### config.mk
export PLATFORM = sky130hd
export DESIGN_NAME = gamepad_poll_host
export DESIGN_NICKNAME = d
export VERILOG_FILES = /design/src/rtl/gpoll_pkg.sv /design/src/rtl/gpoll_frame_timer.sv /design/src/rtl/gpoll_seq.sv /design/src/rtl/gpoll_capture.sv /design/src/rtl/gamepad_poll_host.sv
export SDC_FILE = /design/constraint.sdc
export NUM_CORES = 1
export LEC_CHECK = 0
export ABC_AREA = 1
export BUFFER_PORTS_ARGS = -buffer_cell sky130_fd_sc_hd__buf_2
export CAP_MARGIN = 20
export CORE_UTILIZATION = 32
export DETAILED_ROUTE_END_ITERATION = 10
export GPL_ROUTABILITY_DRIVEN = 0
export RECOVER_POWER = 100
export SYNTH_ARGS = -nofsm -noshare
export SYNTH_HDL_FRONTEND = slang
export SYNTH_SLANG_ARGS = --single-unit
### constraint.sdc
create_clock -name clk -period 4.55 [get_ports clk]
set_input_delay 0.455 -clock clk [delete_from_list [all_inputs] [get_ports clk]]
set_output_delay 0.455 -clock clk [all_outputs]
set_load 0.05 [all_outputs]
### src/rtl/gpoll_pkg.sv
package gpoll_pkg;

    typedef enum logic [2:0] {
        PH_IDLE,
        PH_LATCH,
        PH_GAP,
        PH_LOW,
        PH_HIGH,
        PH_MGAP
    } phase_e;

    function automatic int max_of4(input int a, input int b, input int c, input int d);
        int m;
        m = a;
        if (b > m) m = b;
        if (c > m) m = c;
        if (d > m) m = d;
        return m;
    endfunction

endpackage

### src/rtl/gpoll_frame_timer.sv
module gpoll_frame_timer #(
    parameter int FRAME_CYC = 833_500
) (
    input  logic clk,
    input  logic rst_n,
    output logic tick_o
);
    localparam int TW = $clog2(FRAME_CYC);

    typedef struct packed {
        logic [TW-1:0] cnt;
    } tmr_s;

    tmr_s tmr_d, tmr_q;

    always_comb begin
        tmr_d = tmr_q;
        tick_o = (tmr_q.cnt == TW'(FRAME_CYC - 1));
        if (tick_o) tmr_d.cnt = '0;
        else        tmr_d.cnt = tmr_q.cnt + 1'b1;
    end

    always_ff @(posedge clk or negedge rst_n) begin
        if (!rst_n) tmr_q <= '0;
        else        tmr_q <= tmr_d;
    end
endmodule

### src/rtl/gpoll_seq.sv
module gpoll_seq
    import gpoll_pkg::*;
#(
    parameter int LATCH_CYC = 600,
    parameter int GAP_CYC   = 300,
    parameter int HALF_CYC  = 300,
    parameter int MGAP_CYC  = 125_000,
    parameter int NBITS     = 16,
    parameter bit MOUSE_EN  = 1'b1,
    localparam int IW       = $clog2(2 * NBITS)
) (
    input  logic          clk,
    input  logic          rst_n,
    input  logic          start_i,
    input  logic          mouse_seen_i,
    output logic          latch_pull_o,
    output logic          clk_pull_o,
    output logic          begin_o,
    output logic          sample_o,
    output logic [IW-1:0] bit_o,
    output logic          done_o
);
    localparam int MAXC = max_of4(LATCH_CYC, GAP_CYC, HALF_CYC, MGAP_CYC);
    localparam int CW   = $clog2(MAXC + 1);

    typedef struct packed {
        phase_e        ph;
        logic [CW-1:0] cnt;
        logic [IW-1:0] idx;
    } seq_s;

    seq_s seq_d, seq_q;
    logic mouse_go;

    generate
        if (MOUSE_EN) begin : g_mouse
            assign mouse_go = mouse_seen_i;
        end else begin : g_pad_only
            assign mouse_go = 1'b0;
        end
    endgenerate

    always_comb begin
        seq_d   = seq_q;
        begin_o = 1'b0;
        done_o  = 1'b0;
        case (seq_q.ph)
            PH_IDLE: begin
                if (start_i) begin
                    seq_d.ph  = PH_LATCH;
                    seq_d.cnt = '0;
                    begin_o   = 1'b1;
                end
            end
            PH_LATCH: begin
                if (seq_q.cnt == CW'(LATCH_CYC - 1)) begin
                    seq_d.ph  = PH_GAP;
                    seq_d.cnt = '0;
                    seq_d.idx = '0;
                end else begin
                    seq_d.cnt = seq_q.cnt + 1'b1;
                end
            end
            PH_GAP: begin
                if (seq_q.cnt == CW'(GAP_CYC - 1)) begin
                    seq_d.ph  = PH_LOW;
                    seq_d.cnt = '0;
                end else begin
                    seq_d.cnt = seq_q.cnt + 1'b1;
                end
            end
            PH_LOW: begin
                if (seq_q.cnt == CW'(HALF_CYC - 1)) begin
                    seq_d.ph  = PH_HIGH;
                    seq_d.cnt = '0;
                end else begin
                    seq_d.cnt = seq_q.cnt + 1'b1;
                end
            end
            PH_HIGH: begin
                if (seq_q.cnt == CW'(HALF_CYC - 1)) begin
                    seq_d.cnt = '0;
                    if (seq_q.idx == IW'(NBITS - 1)) begin
                        if (mouse_go) begin
                            seq_d.ph  = PH_MGAP;
                            seq_d.idx = IW'(NBITS);
                        end else begin
                            seq_d.ph = PH_IDLE;
                            done_o   = 1'b1;
                        end
                    end else if (seq_q.idx == IW'(2 * NBITS - 1)) begin
                        seq_d.ph = PH_IDLE;
                        done_o   = 1'b1;
                    end else begin
                        seq_d.ph  = PH_LOW;
                        seq_d.idx = seq_q.idx + 1'b1;
                    end
                end else begin
                    seq_d.cnt = seq_q.cnt + 1'b1;
                end
            end
            PH_MGAP: begin
                if (seq_q.cnt == CW'(MGAP_CYC - 1)) begin
                    seq_d.ph  = PH_LOW;
                    seq_d.cnt = '0;
                end else begin
                    seq_d.cnt = seq_q.cnt + 1'b1;
                end
            end
            default: seq_d.ph = PH_IDLE;
        endcase
    end

    always_ff @(posedge clk or negedge rst_n) begin
        if (!rst_n) seq_q <= '{ph: PH_IDLE, cnt: '0, idx: '0};
        else        seq_q <= seq_d;
    end

    assign latch_pull_o = (seq_q.ph != PH_LATCH);
    assign clk_pull_o   = (seq_q.ph == PH_LOW);
    assign sample_o     = (seq_q.ph == PH_LOW) && (seq_q.cnt == '0);
    assign bit_o        = seq_q.idx;
endmodule

### src/rtl/gpoll_capture.sv
module gpoll_capture #(
    parameter int NBITS    = 16,
    parameter bit MOUSE_EN = 1'b1,
    localparam int IW      = $clog2(2 * NBITS)
) (
    input  logic             clk,
    input  logic             rst_n,
    input  logic             begin_i,
    input  logic             sample_i,
    input  logic [IW-1:0]    bit_i,
    input  logic             sdata_i,
    input  logic             done_i,
    output logic             mouse_seen_o,
    output logic [NBITS-1:0] buttons_o,
    output logic [NBITS-1:0] motion_o,
    output logic             valid_o,
    output logic             mouse_o,
    output logic             nodev_o
);
    typedef struct packed {
        logic [2*NBITS-1:0] word;
        logic [NBITS-1:0]   buttons;
        logic [NBITS-1:0]   motion;
        logic               valid;
        logic               mouse;
        logic               nodev;
    } cap_s;

    cap_s cap_d, cap_q;
    logic had_mouse;

    assign had_mouse = MOUSE_EN && cap_q.word[NBITS-1];

    always_comb begin
        cap_d       = cap_q;
        cap_d.valid = 1'b0;
        if (begin_i) cap_d.word = '0;
        if (sample_i) cap_d.word[bit_i] = ~sdata_i;
        if (done_i) begin
            cap_d.valid   = 1'b1;
            cap_d.buttons = cap_q.word[NBITS-1:0];
            cap_d.mouse   = cap_q.word[NBITS-1];
            cap_d.nodev   = ~|cap_q.word[NBITS-1:0];
            cap_d.motion  = had_mouse ? cap_q.word[2*NBITS-1:NBITS] : '0;
        end
    end

    always_ff @(posedge clk or negedge rst_n) begin
        if (!rst_n) cap_q <= '0;
        else        cap_q <= cap_d;
    end

    assign mouse_seen_o = cap_q.word[NBITS-1];
    assign buttons_o    = cap_q.buttons;
    assign motion_o     = cap_q.motion;
    assign valid_o      = cap_q.valid;
    assign mouse_o      = cap_q.mouse;
    assign nodev_o      = cap_q.nodev;
endmodule

### src/rtl/gamepad_poll_host.sv
module gamepad_poll_host #(
    parameter int FRAME_CYC = 833_500,
    parameter int LATCH_CYC = 600,
    parameter int GAP_CYC   = 300,
    parameter int HALF_CYC  = 300,
    parameter int MGAP_CYC  = 125_000,
    parameter int NBITS     = 16,
    parameter bit MOUSE_EN  = 1'b1
) (
    input  logic             clk,
    input  logic             rst_n,
    input  logic             pad_data_i,
    output logic             latch_pull_o,
    output logic             clk_pull_o,
    output logic [NBITS-1:0] buttons_o,
    output logic [NBITS-1:0] motion_o,
    output logic             valid_o,
    output logic             mouse_o,
    output logic             nodev_o
);
    localparam int IW = $clog2(2 * NBITS);

    logic          tick;
    logic          mouse_seen;
    logic          frame_begin;
    logic          sample_now;
    logic [IW-1:0] bit_idx;
    logic          frame_done;

    gpoll_frame_timer #(.FRAME_CYC(FRAME_CYC)) u_timer (
        .clk    (clk),
        .rst_n  (rst_n),
        .tick_o (tick)
    );

    gpoll_seq #(
        .LATCH_CYC (LATCH_CYC),
        .GAP_CYC   (GAP_CYC),
        .HALF_CYC  (HALF_CYC),
        .MGAP_CYC  (MGAP_CYC),
        .NBITS     (NBITS),
        .MOUSE_EN  (MOUSE_EN)
    ) u_seq (
        .clk          (clk),
        .rst_n        (rst_n),
        .start_i      (tick),
        .mouse_seen_i (mouse_seen),
        .latch_pull_o (latch_pull_o),
        .clk_pull_o   (clk_pull_o),
        .begin_o      (frame_begin),
        .sample_o     (sample_now),
        .bit_o        (bit_idx),
        .done_o       (frame_done)
    );

    gpoll_capture #(
        .NBITS    (NBITS),
        .MOUSE_EN (MOUSE_EN)
    ) u_cap (
        .clk          (clk),
        .rst_n        (rst_n),
        .begin_i      (frame_begin),
        .sample_i     (sample_now),
        .bit_i        (bit_idx),
        .sdata_i      (pad_data_i),
        .done_i       (frame_done),
        .mouse_seen_o (mouse_seen),
        .buttons_o    (buttons_o),
        .motion_o     (motion_o),
        .valid_o      (valid_o),
        .mouse_o      (mouse_o),
        .nodev_o      (nodev_o)
    );
endmodule

==> results of run 1 <==
-- Yosys cell counts --
cell / instances
nand2_1: 228
dfrtp_1: 111
nor2_1: 107
inv_1: 95
nand3_1: 55
o21ai_1: 54
buf_4: 32
nand4_1: 28
nor3_1: 23
xor2_1: 18
o21ai_0: 16
clkbuf_1: 12
ha_1: 10
buf_2: 9
o21ai_2: 9
a21oi_1: 7
inv_2: 7
nor2_4: 4
nor4_1: 4
nor3b_1: 3
o31ai_1: 3
nor3_4: 2
a31oi_1: 1
and2_1: 1
buf_6: 1
clkinv_1: 1
nand2_2: 1
nand3b_1: 1
nand3b_2: 1
nor2_2: 1
o21a_1: 1
or2_2: 1
-- critical path: cells and delay by family, from the launching register on --
| kind | cells | cell delay, ns |
|---|---|---|
| compound gates | 2 | 0.52 |
| buf+inv | 2 | 0.79 |
| flops | 1 | 0.42 |
| simple gates | 2 | 0.71 |
| fa+ha+maj | 2 | 0.46 |
-- power breakdown --
part           total [µW]  leakage (µW)  internal, µW  switching [µW]
Clock                 872      0.000158           490             383
Sequential            986       0.00137           986               0
Combinational        23.7       0.00181          1.16            22.5
Total                1880       0.00334          1480             405
-- routing by layer --
metal / vias to the layer above / routed length, µm / track usage [%]
met5: - / 0 / 0
met1: 2358 / 7180 / 21.6
li1: 2667 / - / -
met4: 0 / 187 / 4.30
met3: 11 / 442 / 3.13
met2: 76 / 6070 / 22.2
-- path summary, 6_finish.rpt --
kind / depth (start not counted) / to / from
max in group asynchronous: 2 / u_timer.tmr_q[5] / rst_n
setup / recovery: 8 / u_cap.buttons_o[4] / u_seq.bit_o[1]
setup reg to reg: 8 / u_cap.buttons_o[4] / u_seq.bit_o[1]
min in group asynchronous: 1 / u_cap.buttons_o[15] / rst_n
hold / removal: 2 / u_cap.motion_o[10] / u_cap.motion_o[10]
hold reg to reg: 2 / u_cap.motion_o[10] / u_cap.motion_o[10]
-- cell families (layout without fill, tap and decap cells) --
kind of cell | Yosys count | in the layout | share of synthesized area [%]
AOI/OAI and AO/OA | 91 | 91 | 7.97
buffers and inverters | 157 | 161 | 11.6
DFF | 111 | 111 | 44.2
and+or+nand+nor | 460 | 460 | 31.7
xor gates and xnor gates | 18 | 18 | 2.51
adders and majority gates | 10 | 10 | 1.99
-- through the flow --
step | util (%) | hold WS (ns) | power [µW]
final | 35.4 | 0.483 | 1880
after global routing | 35.4 | 0.511 | 1950
after CTS | 35.9 | 0.279 | 1910
after detailed placement | 34.2 | 0.462 | 1030
after global placement | 34.2 | 0.463 | 1030
after floorplan | - | 0.159 | 1010
-- flip-flops by register name, summed over array words and instances, names as in the netlist --
register,count
u_cap.cap_q,31
u_seq.seq_q,20
u_timer.tmr_q,20
u_cap.buttons_o,16
u_cap.motion_o,16
u_seq.bit_o,5
u_cap.mouse_seen_o,1
u_cap.nodev_o,1
u_cap.valid_o,1
-- layout make-up --
type	count	area (µm²)	share of cell area, %
clock buffers	9	225	3.35
clock inverters	7	101	1.51
inverters	103	387	5.76
multi-input cells	579	2730	40.7
flip-flops and latches	111	2780	41.4
well taps	260	325	4.84
repair buffers	42	168	2.50
==> out/qor.yml, run 1 <==
place_area_mm2: 0.00649
synth_cells: 847
cts_setup_buffers: 0
crit_required_ns: 4.81
stdcell_area_mm2: 0.00672
worst_pin_slew_ns: 1.90
clock_path_buffers: 2
critPathKind: "register to register"
drc: 0
stdcell_count: 1111
cts_buffers: 9
portBuffers: 39
cp-start-kind: "register"
avgSynthCellArea_um2: 7.42
min_path_type: "register to register"
cts.clk_slew.worst_paths_ns: 0.07
initialDrtViolationCount: 373
cp-end-kind: "register"
layout_commonest_cell: "nand2_1"
fmax_ghz: 0.331
die_x_um: 142
grt.overflow.total: 0
timing.final.max_slew_violations: 109
worstPathCellList: "ha_1, inv_1, nor3_1, ha_1, o21ai_0, nor3_1, inv_1, o21ai_0"
ys_ff_latch: 111
violations: "max-capacitance violations, max-slew violations"
cp_slowest_stage_delay_ns: 0.70
final_cell_mix: "228 x nand2_1, 111 x dfrtp_1, 106 x nor2_1, 97 x inv_1, 77 x o21ai_0"
synth_area_leaders: "dfrtp_1 44%, nand2_1 14%, nor2_1 6.4%"
dp_slack_ns: 2.08
viasPerCell: 4.60
skew_ns: 0.00828
clkLatencyLatePin_ns: 0.36
finalHoldViolations: 0
syn_area_mm2: 0.00628
final.min_clock_period_ns: 3.02
vias: 5112
maxCapViolations: 2
synth_top_area_share_pct: 44.2
yosys_warnings: 0
power_leakage_uw: 0.00334
synth_nets: 860
relSlewSlack_pct: -26.4
start_util_pct: 33.1
rows: 50
cellPowerDensity_mw_per_mm2: 280
final_nets: 859
setup_violations: 0
htree_levels: 3
hold_buffers: 0
fp.coreArea_mm2: 0.0190
cp_slowest_cell: "inv_1"
irDropWorstVdd_uv: 165
yosysSeqAreaShare_pct: 44.2
grt.total_usage_pct: 14.9
fin_tns_setup_ns: 0
cts_tree: "yes"
dp_hpwl_um: 9570
place_inst: 1095
yosysTopAreaCell: "dfrtp_1"
grt_pass1_wl_um: 24000
first_pass_iters: 6
cp_max_fo: 46
status: "finished with violations"
yosys.cell_types.count: 32
ant_nets: 0
die_area_mm2: 0.0202
rsz0062_at_grt: "false"
rrSetupSlack_ns: 1.53
fillCellCount: 2015
grt_pass1_vias: 4767
clock_sinks: 111
cts_resized: 0
syn2layout_area_growth_pct: 6.93
arrival_ns: 3.28
worst_slack_ns: 1.53
die_h_um: 142
ios: 40
ctsRootBufferMaster: "clkbuf_16"
routed_wl_um: 13900
antenna_cells: 0
period_share_pct: 66.3
wl_per_cell_um: 12.5
grt_max_degree: 76
drive_gt1_share_pct: 4.11
grt_antenna_before_repair: 0
No activity file was read; power rests on OpenSTA's default activity.
==> run 2, diff against run 1 <==
==> constraint.sdc (replaced) <==
create_clock -name clk -period 2.75 [get_ports clk]
set_input_delay 0.275 -clock clk [delete_from_list [all_inputs] [get_ports clk]]
set_output_delay 0.275 -clock clk [all_outputs]
set_load 0.05 [all_outputs]
==> run 2 against run 1 <==
- the flow still finishes with violations (max-capacitance violations, max-slew violations)
- combinational power is 70% higher
- clock-buffer cell count rose by 2
- highest routed layer unchanged
- clock power grew 57%
- first-iteration DRC count is 20% lower
- fmax grew 26%
- largest power group unchanged
- sequential power rose by 65%
==> out/qor.yml, run 2 (same netlist as run 1, synthesis figures left out) <==
clock_path_buffers: 2  # unchanged
routed_wl_um: 14000  # was 13900 µm
grt_max_degree: 62  # was 76
period_share_pct: 87.2  # was 66.3%
swShare_pct: 21.8  # was 21.5%
skew_ns: 0.0103  # was 0.00828 ns
fp.coreArea_mm2: 0.0190  # unchanged
critPathTopFamily: "simple AND/OR/NAND/NOR gates"  # was buffers and inverters
cp_slowest_cell: "dfrtp_1"  # was inv_1
cp-start-kind: "register"  # unchanged
irDropWorstVdd_uv: 277  # was 165 µV
final_cell_mix: "228 x nand2_1, 111 x dfrtp_1, 106 x nor2_1, 95 x inv_1, 75 x o21ai_0"  # was 228 x nand2_1, 111 x dfrtp_1, 106 x nor2_1, 97 x inv_1, 77 x o21ai_0
cts_tree: "yes"  # unchanged
cts_resized: 0  # unchanged
start_util_pct: 33.1  # unchanged
p_int_uw: 2370  # was 1480 µW
worst_slack_ns: 0.352  # was 1.53 ns
hold_buffers: 0  # unchanged
die_x_um: 142  # unchanged
cp_max_fo: 46  # unchanged
rows: 50  # unchanged
switchingPower_uw: 663  # was 405 µW
vias: 5119  # was 5112
first_pass_iters: 5  # was 6
largest_reg_flops: 31  # unchanged
clkLatencyLatePin_ns: 0.36  # about the same
antenna_cells: 0  # unchanged
final.min_clock_period_ns: 2.40  # was 3.02 ns
ant_nets: 0  # unchanged
timing.final.max_slew_violations: 62  # was 109
grt_pass1_wl_um: 23500  # was 24000 µm
fmax_ghz: 0.417  # was 0.331 GHz
worstPathCellList: "ha_1, inv_1, nor3_1, ha_1, o21ai_0, nor3_4, clkinv_1, buf_4, nand2_1, o21ai_0"  # was ha_1, inv_1, nor3_1, ha_1, o21ai_0, nor3_1, inv_1, o21ai_0
die_h_um: 142  # unchanged
initialDrtViolationCount: 299  # was 373
maxCapViolations: 1  # was 2
clock_power_share_pct: 45.0  # was 46.4%
clock_sinks: 111  # unchanged
worst_pin_slew_ns: 1.51  # was 1.90 ns
grt.overflow.total: 0  # unchanged
grt_antenna_before_repair: 0  # unchanged
grt_pass1_vias: 4858  # was 4767
cellPowerDensity_mw_per_mm2: 451  # was 280 mW/mm²
min_path_type: "input pin to async pin"  # was register to register
cp_slowest_stage_delay_ns: 0.42  # was 0.70 ns
rsz0062_at_grt: "false"  # unchanged
p_seq_share_pct: 53.7  # was 52.4%
die_area_mm2: 0.0202  # unchanged
power_frac_comb_pct: 1.3  # about the same
crit_required_ns: 2.97  # was 4.81 ns
regMostFlops: "u_cap.cap_q"  # unchanged
ios: 40  # unchanged
portBuffers: 39  # unchanged
finalHoldViolations: 0  # unchanged
ctsRootBufferMaster: "clkbuf_16"  # unchanged
cp-end-kind: "register"  # unchanged
drive_gt1_share_pct: 4.56  # was 4.11%
critPathKind: "register to register"  # unchanged
syn2layout_area_growth_pct: 7.11  # was 6.93%
layout_commonest_cell: "nand2_1"  # unchanged
dp_slack_ns: 0.379  # was 2.08 ns
relSlewSlack_pct: -0.877  # was -26.4%
violations: "max-capacitance violations, max-slew violations"  # unchanged
dp_hpwl_um: 9780  # was 9570 µm
cts_setup_buffers: 0  # unchanged
reg_top3: "u_cap.cap_q: 31 flops, u_seq.seq_q: 20 flops, u_timer.tmr_q: 20 flops"  # unchanged
setup_violations: 0  # unchanged
cts.clk_slew.worst_paths_ns: 0.08  # was 0.07 ns
critPathBufInv: 3  # was 2
grt.total_usage_pct: 14.4  # was 14.9%
cts_buffers: 9  # unchanged
arrival_ns: 2.62  # was 3.28 ns
wl_per_cell_um: 12.5  # about the same
fin_tns_setup_ns: 0  # unchanged
drc: 0  # unchanged
viasPerCell: 4.59  # was 4.60
htree_levels: 3  # unchanged
status: "finished with violations"  # unchanged
power_leakage_uw: 0.00337  # was 0.00334 µW
final_nets: 863  # was 859
power_uw: 3040  # was 1880 µW
==> run 2: cell count changes in the layout (fill, tap and decap cells not counted) <==
cell	previous run	this run
buf_4	2	3
inv_1	97	95
clkbuf_1	38	40
bufinv_16	2	1
clkinv_1	1	2
inv_2	5	6
inv_6	2	1
clkbuf_8	0	1
o21ai_1	2	4
nor3_1	24	23
nor3_4	1	2
o21ai_0	77	75
clkbuf_2	1	3
==> run 2: stage by stage <==
stage	hold slack (ns)	cell area [µm²]	utilization, %	cells
2_1_floorplan	-0.0206	6280	-	847
3_3_place_gp	0.404	6530	34.4	1099
3_5_place_dp	0.406	6530	34.4	1099
4_1_cts	0.0129	6840	36.1	1115
5_1_grt	0.397	6730	35.5	1115
6_report	0.279	6730	35.5	1115
==> run 2: power groups by stage <==
stage | registers, µW | clock network [µW] | logic (µW)
floorplan | 1660 | 0 | 5.25
finish | 1630 | 1370 | 40.3
global placement | 1660 | 0 | 47.2
CTS | 1630 | 1420 | 47.0
global route | 1630 | 1460 | 49.0
detailed placement | 1660 | 0 | 47.1
==> run 2: cell type report <==
class                      count  area [µm²]
clock buffer                  11         243
clock inverter                 5        62.6
sequential                   111        2780
tap                          260         325
multi-input combinational    579        2740
fill                        2028       12200
timing repair buffer          46         189
inverter                     103         387
==> run 2: path summary, 6_finish.rpt <==
check | start | end | slack [ns] | cells after the start
max | u_seq.bit_o[1] | u_cap.motion_o[9] | 0.35 | 10
min | rst_n | u_cap.buttons_o[0] | 0.28 | 1
max reg2reg | u_seq.bit_o[1] | u_cap.motion_o[9] | 0.35 | 10
min reg2reg | u_cap.motion_o[10] | u_cap.motion_o[10] | 0.48 | 2
max in group asynchronous | rst_n | u_seq.seq_q[8] | 1.00 | 2
min in group clk | pad_data_i | u_cap.cap_q[42] | 0.42 | 2
==> run 2: per-layer routing <==
metal  vias up  wire length (µm)  GRT usage [%]
met2        80              6350           22.9
met4         0               207           4.36
met1      2346              6970           19.6
li1       2676                 -              -
met5         -                 0              0
met3        17               418           2.83
==> run 3, diff against run 2 <==
--- a/config.mk
+++ b/config.mk
@@ -5,7 +5,6 @@
 export SDC_FILE = /design/constraint.sdc
 export NUM_CORES = 1
 export LEC_CHECK = 0
-export ABC_AREA = 1
 export BUFFER_PORTS_ARGS = -buffer_cell sky130_fd_sc_hd__buf_2
 export CAP_MARGIN = 20
 export CORE_UTILIZATION = 32
==> run 3 against run 2 <==
- the flow now finishes without violations
- cell area is 7.0% lower
- clock-buffer cell count fell by 1
- worst setup slack lost 0.21 ns
- clock skew increased by 0.0036 ns
- via count down 17%
- sequential share of layout area increased by 3.1 points
- highest routed layer unchanged
==> out/qor.yml, run 3 <==
start_util_pct: 33.2  # was 33.1%
die_x_um: 137  # was 142 µm
yosys.area_share.adder_pct: 2.16  # was 1.99%
ios: 40  # unchanged
skew_ns: 0.0139  # was 0.0103 ns
ant_nets: 0  # unchanged
grt.total_usage_pct: 14.0  # was 14.4%
avgSynthCellArea_um2: 10.0  # was 7.42 µm²
largest_reg_flops: 31  # unchanged
timing.final.max_slew_violations: 0  # was 62
yosys.cell_types.count: 56  # was 32
cp_max_fo: 32  # was 46
irDropWorstVdd_uv: 254  # was 277 µV
cp-start-kind: "register"  # unchanged
reg_top3: "u_cap.cap_q: 31 flops, u_seq.seq_q: 20 flops, u_timer.tmr_q: 20 flops"  # unchanged
synth_mux_area_share_pct: 4.51  # was 0%
synth-compound-area-share_pct: 16.1  # was 7.97%
place_inst: 794  # was 1099
min_path_type: "input pin to async pin"  # unchanged
p_seq_share_pct: 55.7  # was 53.7%
clock_power_share_pct: 42.7  # was 45.0%
grt.overflow.total: 0  # unchanged
finalHoldViolations: 0  # unchanged
synth_cells: 579  # was 847
die_area_mm2: 0.0187  # was 0.0202 mm²
period_share_pct: 94.8  # was 87.2%
yosys_warnings: 0  # unchanged
viasPerCell: 5.27  # was 4.59
cellPowerDensity_mw_per_mm2: 470  # was 451 mW/mm²
fmax_ghz: 0.383  # was 0.417 GHz
synth_top_family_by_area: "simple AND/OR/NAND/NOR gates"  # unchanged
power_uw: 2940  # was 3040 µW
clock_path_buffers: 2  # unchanged
final_nets: 593  # was 863
maxCapViolations: 0  # was 1
initialDrtViolationCount: 238  # was 299
grt_pass1_wl_um: 20600  # was 23500 µm
first_pass_iters: 4  # was 5
layout_commonest_cell: "dfrtp_1"  # was nand2_1
yosysSeqAreaShare_pct: 47.9  # was 44.2%
antenna_cells: 0  # unchanged
yosysMostFrequentCell: "dfrtp_1"  # was nand2_1
stdcell_count: 810  # was 1115
grt_max_degree: 112  # was 62
clock_sinks: 111  # unchanged
hold_buffers: 0  # unchanged
ys.flop_type: "dfrtp_1"  # unchanged
power_frac_comb_pct: 1.7  # was 1.3%
stdcell_area_mm2: 0.00625  # was 0.00673 mm²
async_flop_share_pct: 100  # unchanged
syn_area_mm2: 0.00580  # was 0.00628 mm²
rows: 48  # was 50
final_cell_mix: "111 x dfrtp_1, 41 x nand3_1, 40 x clkbuf_1, 39 x o21ai_0, 37 x inv_1"  # was 228 x nand2_1, 111 x dfrtp_1, 106 x nor2_1, 95 x inv_1, 75 x o21ai_0
regMostFlops: "u_cap.cap_q"  # unchanged
relSlewSlack_pct: 0.458  # was -0.877%
drive_gt1_share_pct: 10.3  # was 4.56%
wl_per_cell_um: 14.9  # was 12.5 µm
place_area_mm2: 0.00605  # was 0.00653 mm²
cts_tree: "yes"  # unchanged
arrival_ns: 2.89  # was 2.62 ns
switchingPower_uw: 671  # was 663 µW
ctsRootBufferMaster: "clkbuf_16"  # unchanged
clkLatencyLatePin_ns: 0.36  # about the same
syn2layout_area_growth_pct: 7.85  # was 7.11%
yosys-top-cells-count: "111 x dfrtp_1, 41 x nand3_1, 39 x o21ai_0"  # was 228 x nand2_1, 111 x dfrtp_1, 107 x nor2_1
rsz0062_at_grt: "false"  # unchanged
synth_edf_count: 0  # unchanged
setup_violations: 0  # unchanged
htree_levels: 3  # unchanged
routed_wl_um: 12100  # was 14000 µm
portBuffers: 39  # unchanged
drc: 0  # unchanged
synth_top_area_share_pct: 47.9  # was 44.2%
synth_simple_gate_area_share_pct: 17.8  # was 31.7%
synth_xor_area_share_pct: 2.42  # was 2.51%
cts_setup_buffers: 0  # unchanged
ys_ff_latch: 111  # unchanged
post-route-util_pct: 35.8  # was 35.5%
fillCellCount: 1760  # was 2028
power_leakage_uw: 0.00250  # was 0.00337 µW
cp-end-kind: "register"  # unchanged
cts.clk_slew.worst_paths_ns: 0.08  # about the same
grt_antenna_before_repair: 0  # unchanged
yosysTopAreaCell: "dfrtp_1"  # unchanged
worst_pin_slew_ns: 1.49  # was 1.51 ns
vias: 4271  # was 5119
synth_area_leaders: "dfrtp_1 48%, buf_4 4.3%, o31ai_1 4.3%"  # was dfrtp_1 44%, nand2_1 14%, nor2_1 6.4%
swShare_pct: 22.8  # was 21.8%
p_int_uw: 2270  # was 2370 µW
status: "finished, final reports clean"  # was finished with violations
final.min_clock_period_ns: 2.61  # was 2.40 ns
fin_tns_setup_ns: 0  # unchanged
synth_nets: 592  # was 860
dp_hpwl_um: 8230  # was 9780 µm
critPathKind: "register to register"  # unchanged
grt_pass1_vias: 4134  # was 4858
fp.coreArea_mm2: 0.0175  # was 0.0190 mm²
cts_buffers: 9  # unchanged
die_h_um: 137  # was 142 µm
crit_required_ns: 3.03  # was 2.97 ns
## run 3: cell types whose count changed after synthesis, moves of 23 or more
cell	previous run	this run
o211ai_1	0	30
nor2_1	107	26
o21ai_0	16	39
o31ai_1	3	33
nand2_1	228	19
o21ai_1	54	0
inv_1	95	37
## run 3: worst max-delay path: stages, from the launching register on
cell	delay, ns
dfrtp_1	0.45
or4_4	0.58
or4_4	0.52
nor4_4	0.33
buf_12	0.24
buf_4	0.22
nand3_1	0.09
o21ai_0	0.09
## run 3: power by group through the flow
stage	Sequential (µW)	Clock (µW)	Combinational [µW]
2_1_floorplan	1670	0	11.7
3_3_place_gp	1670	0	52.5
3_5_place_dp	1670	0	54.0
4_1_cts	1640	1300	54.2
5_1_grt	1640	1370	58.0
6_report	1640	1250	48.6
## run 3: area by class of cell
| cell class | count | area (µm²) | share of cell area, % |
|---|---|---|---|
| Clock buffer | 10 | 229 | 3.66 |
| Clock inverter | 6 | 50.0 | 0.800 |
| Inverter | 37 | 139 | 2.22 |
| Multi-Input combinational cell | 364 | 2500 | 39.9 |
| Sequential cell | 111 | 2780 | 44.4 |
| Tap cell | 225 | 282 | 4.50 |
| Timing Repair Buffer | 57 | 282 | 4.50 |
## run 3: logic make-up (layout without fill, tap and decap cells)
family	Yosys count	in the layout
muxes	24	24
xor gates and xnor gates	16	16
AOI/OAI and AO/OA	138	138
and+or+nand+nor	176	176
DFF	111	111
adders and majority gates	10	10
buffers and inverters	104	110
## run 3: path summary, 6_finish.rpt
check	startpoint	to	slack, ns	cells past startpoint
max	u_seq.seq_q[12]	u_cap.motion_o[9]	0.14	7
min	rst_n	u_cap.motion_o[13]	0.42	2
max reg2reg	u_seq.seq_q[12]	u_cap.motion_o[9]	0.14	7
min reg2reg	u_timer.tmr_q[19]	u_timer.tmr_q[19]	0.47	1
max in group asynchronous	rst_n	u_timer.tmr_q[11]	1.41	2
min in group clk	pad_data_i	u_cap.cap_q[48]	0.44	2
## run 3: metrics by stage
stage | worst slack (ns) | hold WS (ns)
after floorplan | 0.270 | -0.0206
after global routing | 0.0128 | 0.481
after global placement | 0.200 | 0.392
after detailed placement | 0.131 | 0.404
after CTS | 0.124 | 0.0145
final | 0.142 | 0.418
## run 3: metal layers
layer | up-vias | routed length [µm] | track usage [%]
met5 | - | 0 | 0
met4 | 0 | 112 | 3.70
met2 | 60 | 5870 | 24.1
met1 | 2116 | 5700 | 17.6
met3 | 9 | 419 | 3.07
li1 | 2086 | - | -
## run 3: timing repair
action / in CTS / in global routing
endpoints found under the hold margin: 0 / 0
gates resized for setup: 0 / 2
endpoints found under the setup margin: 0 / 6
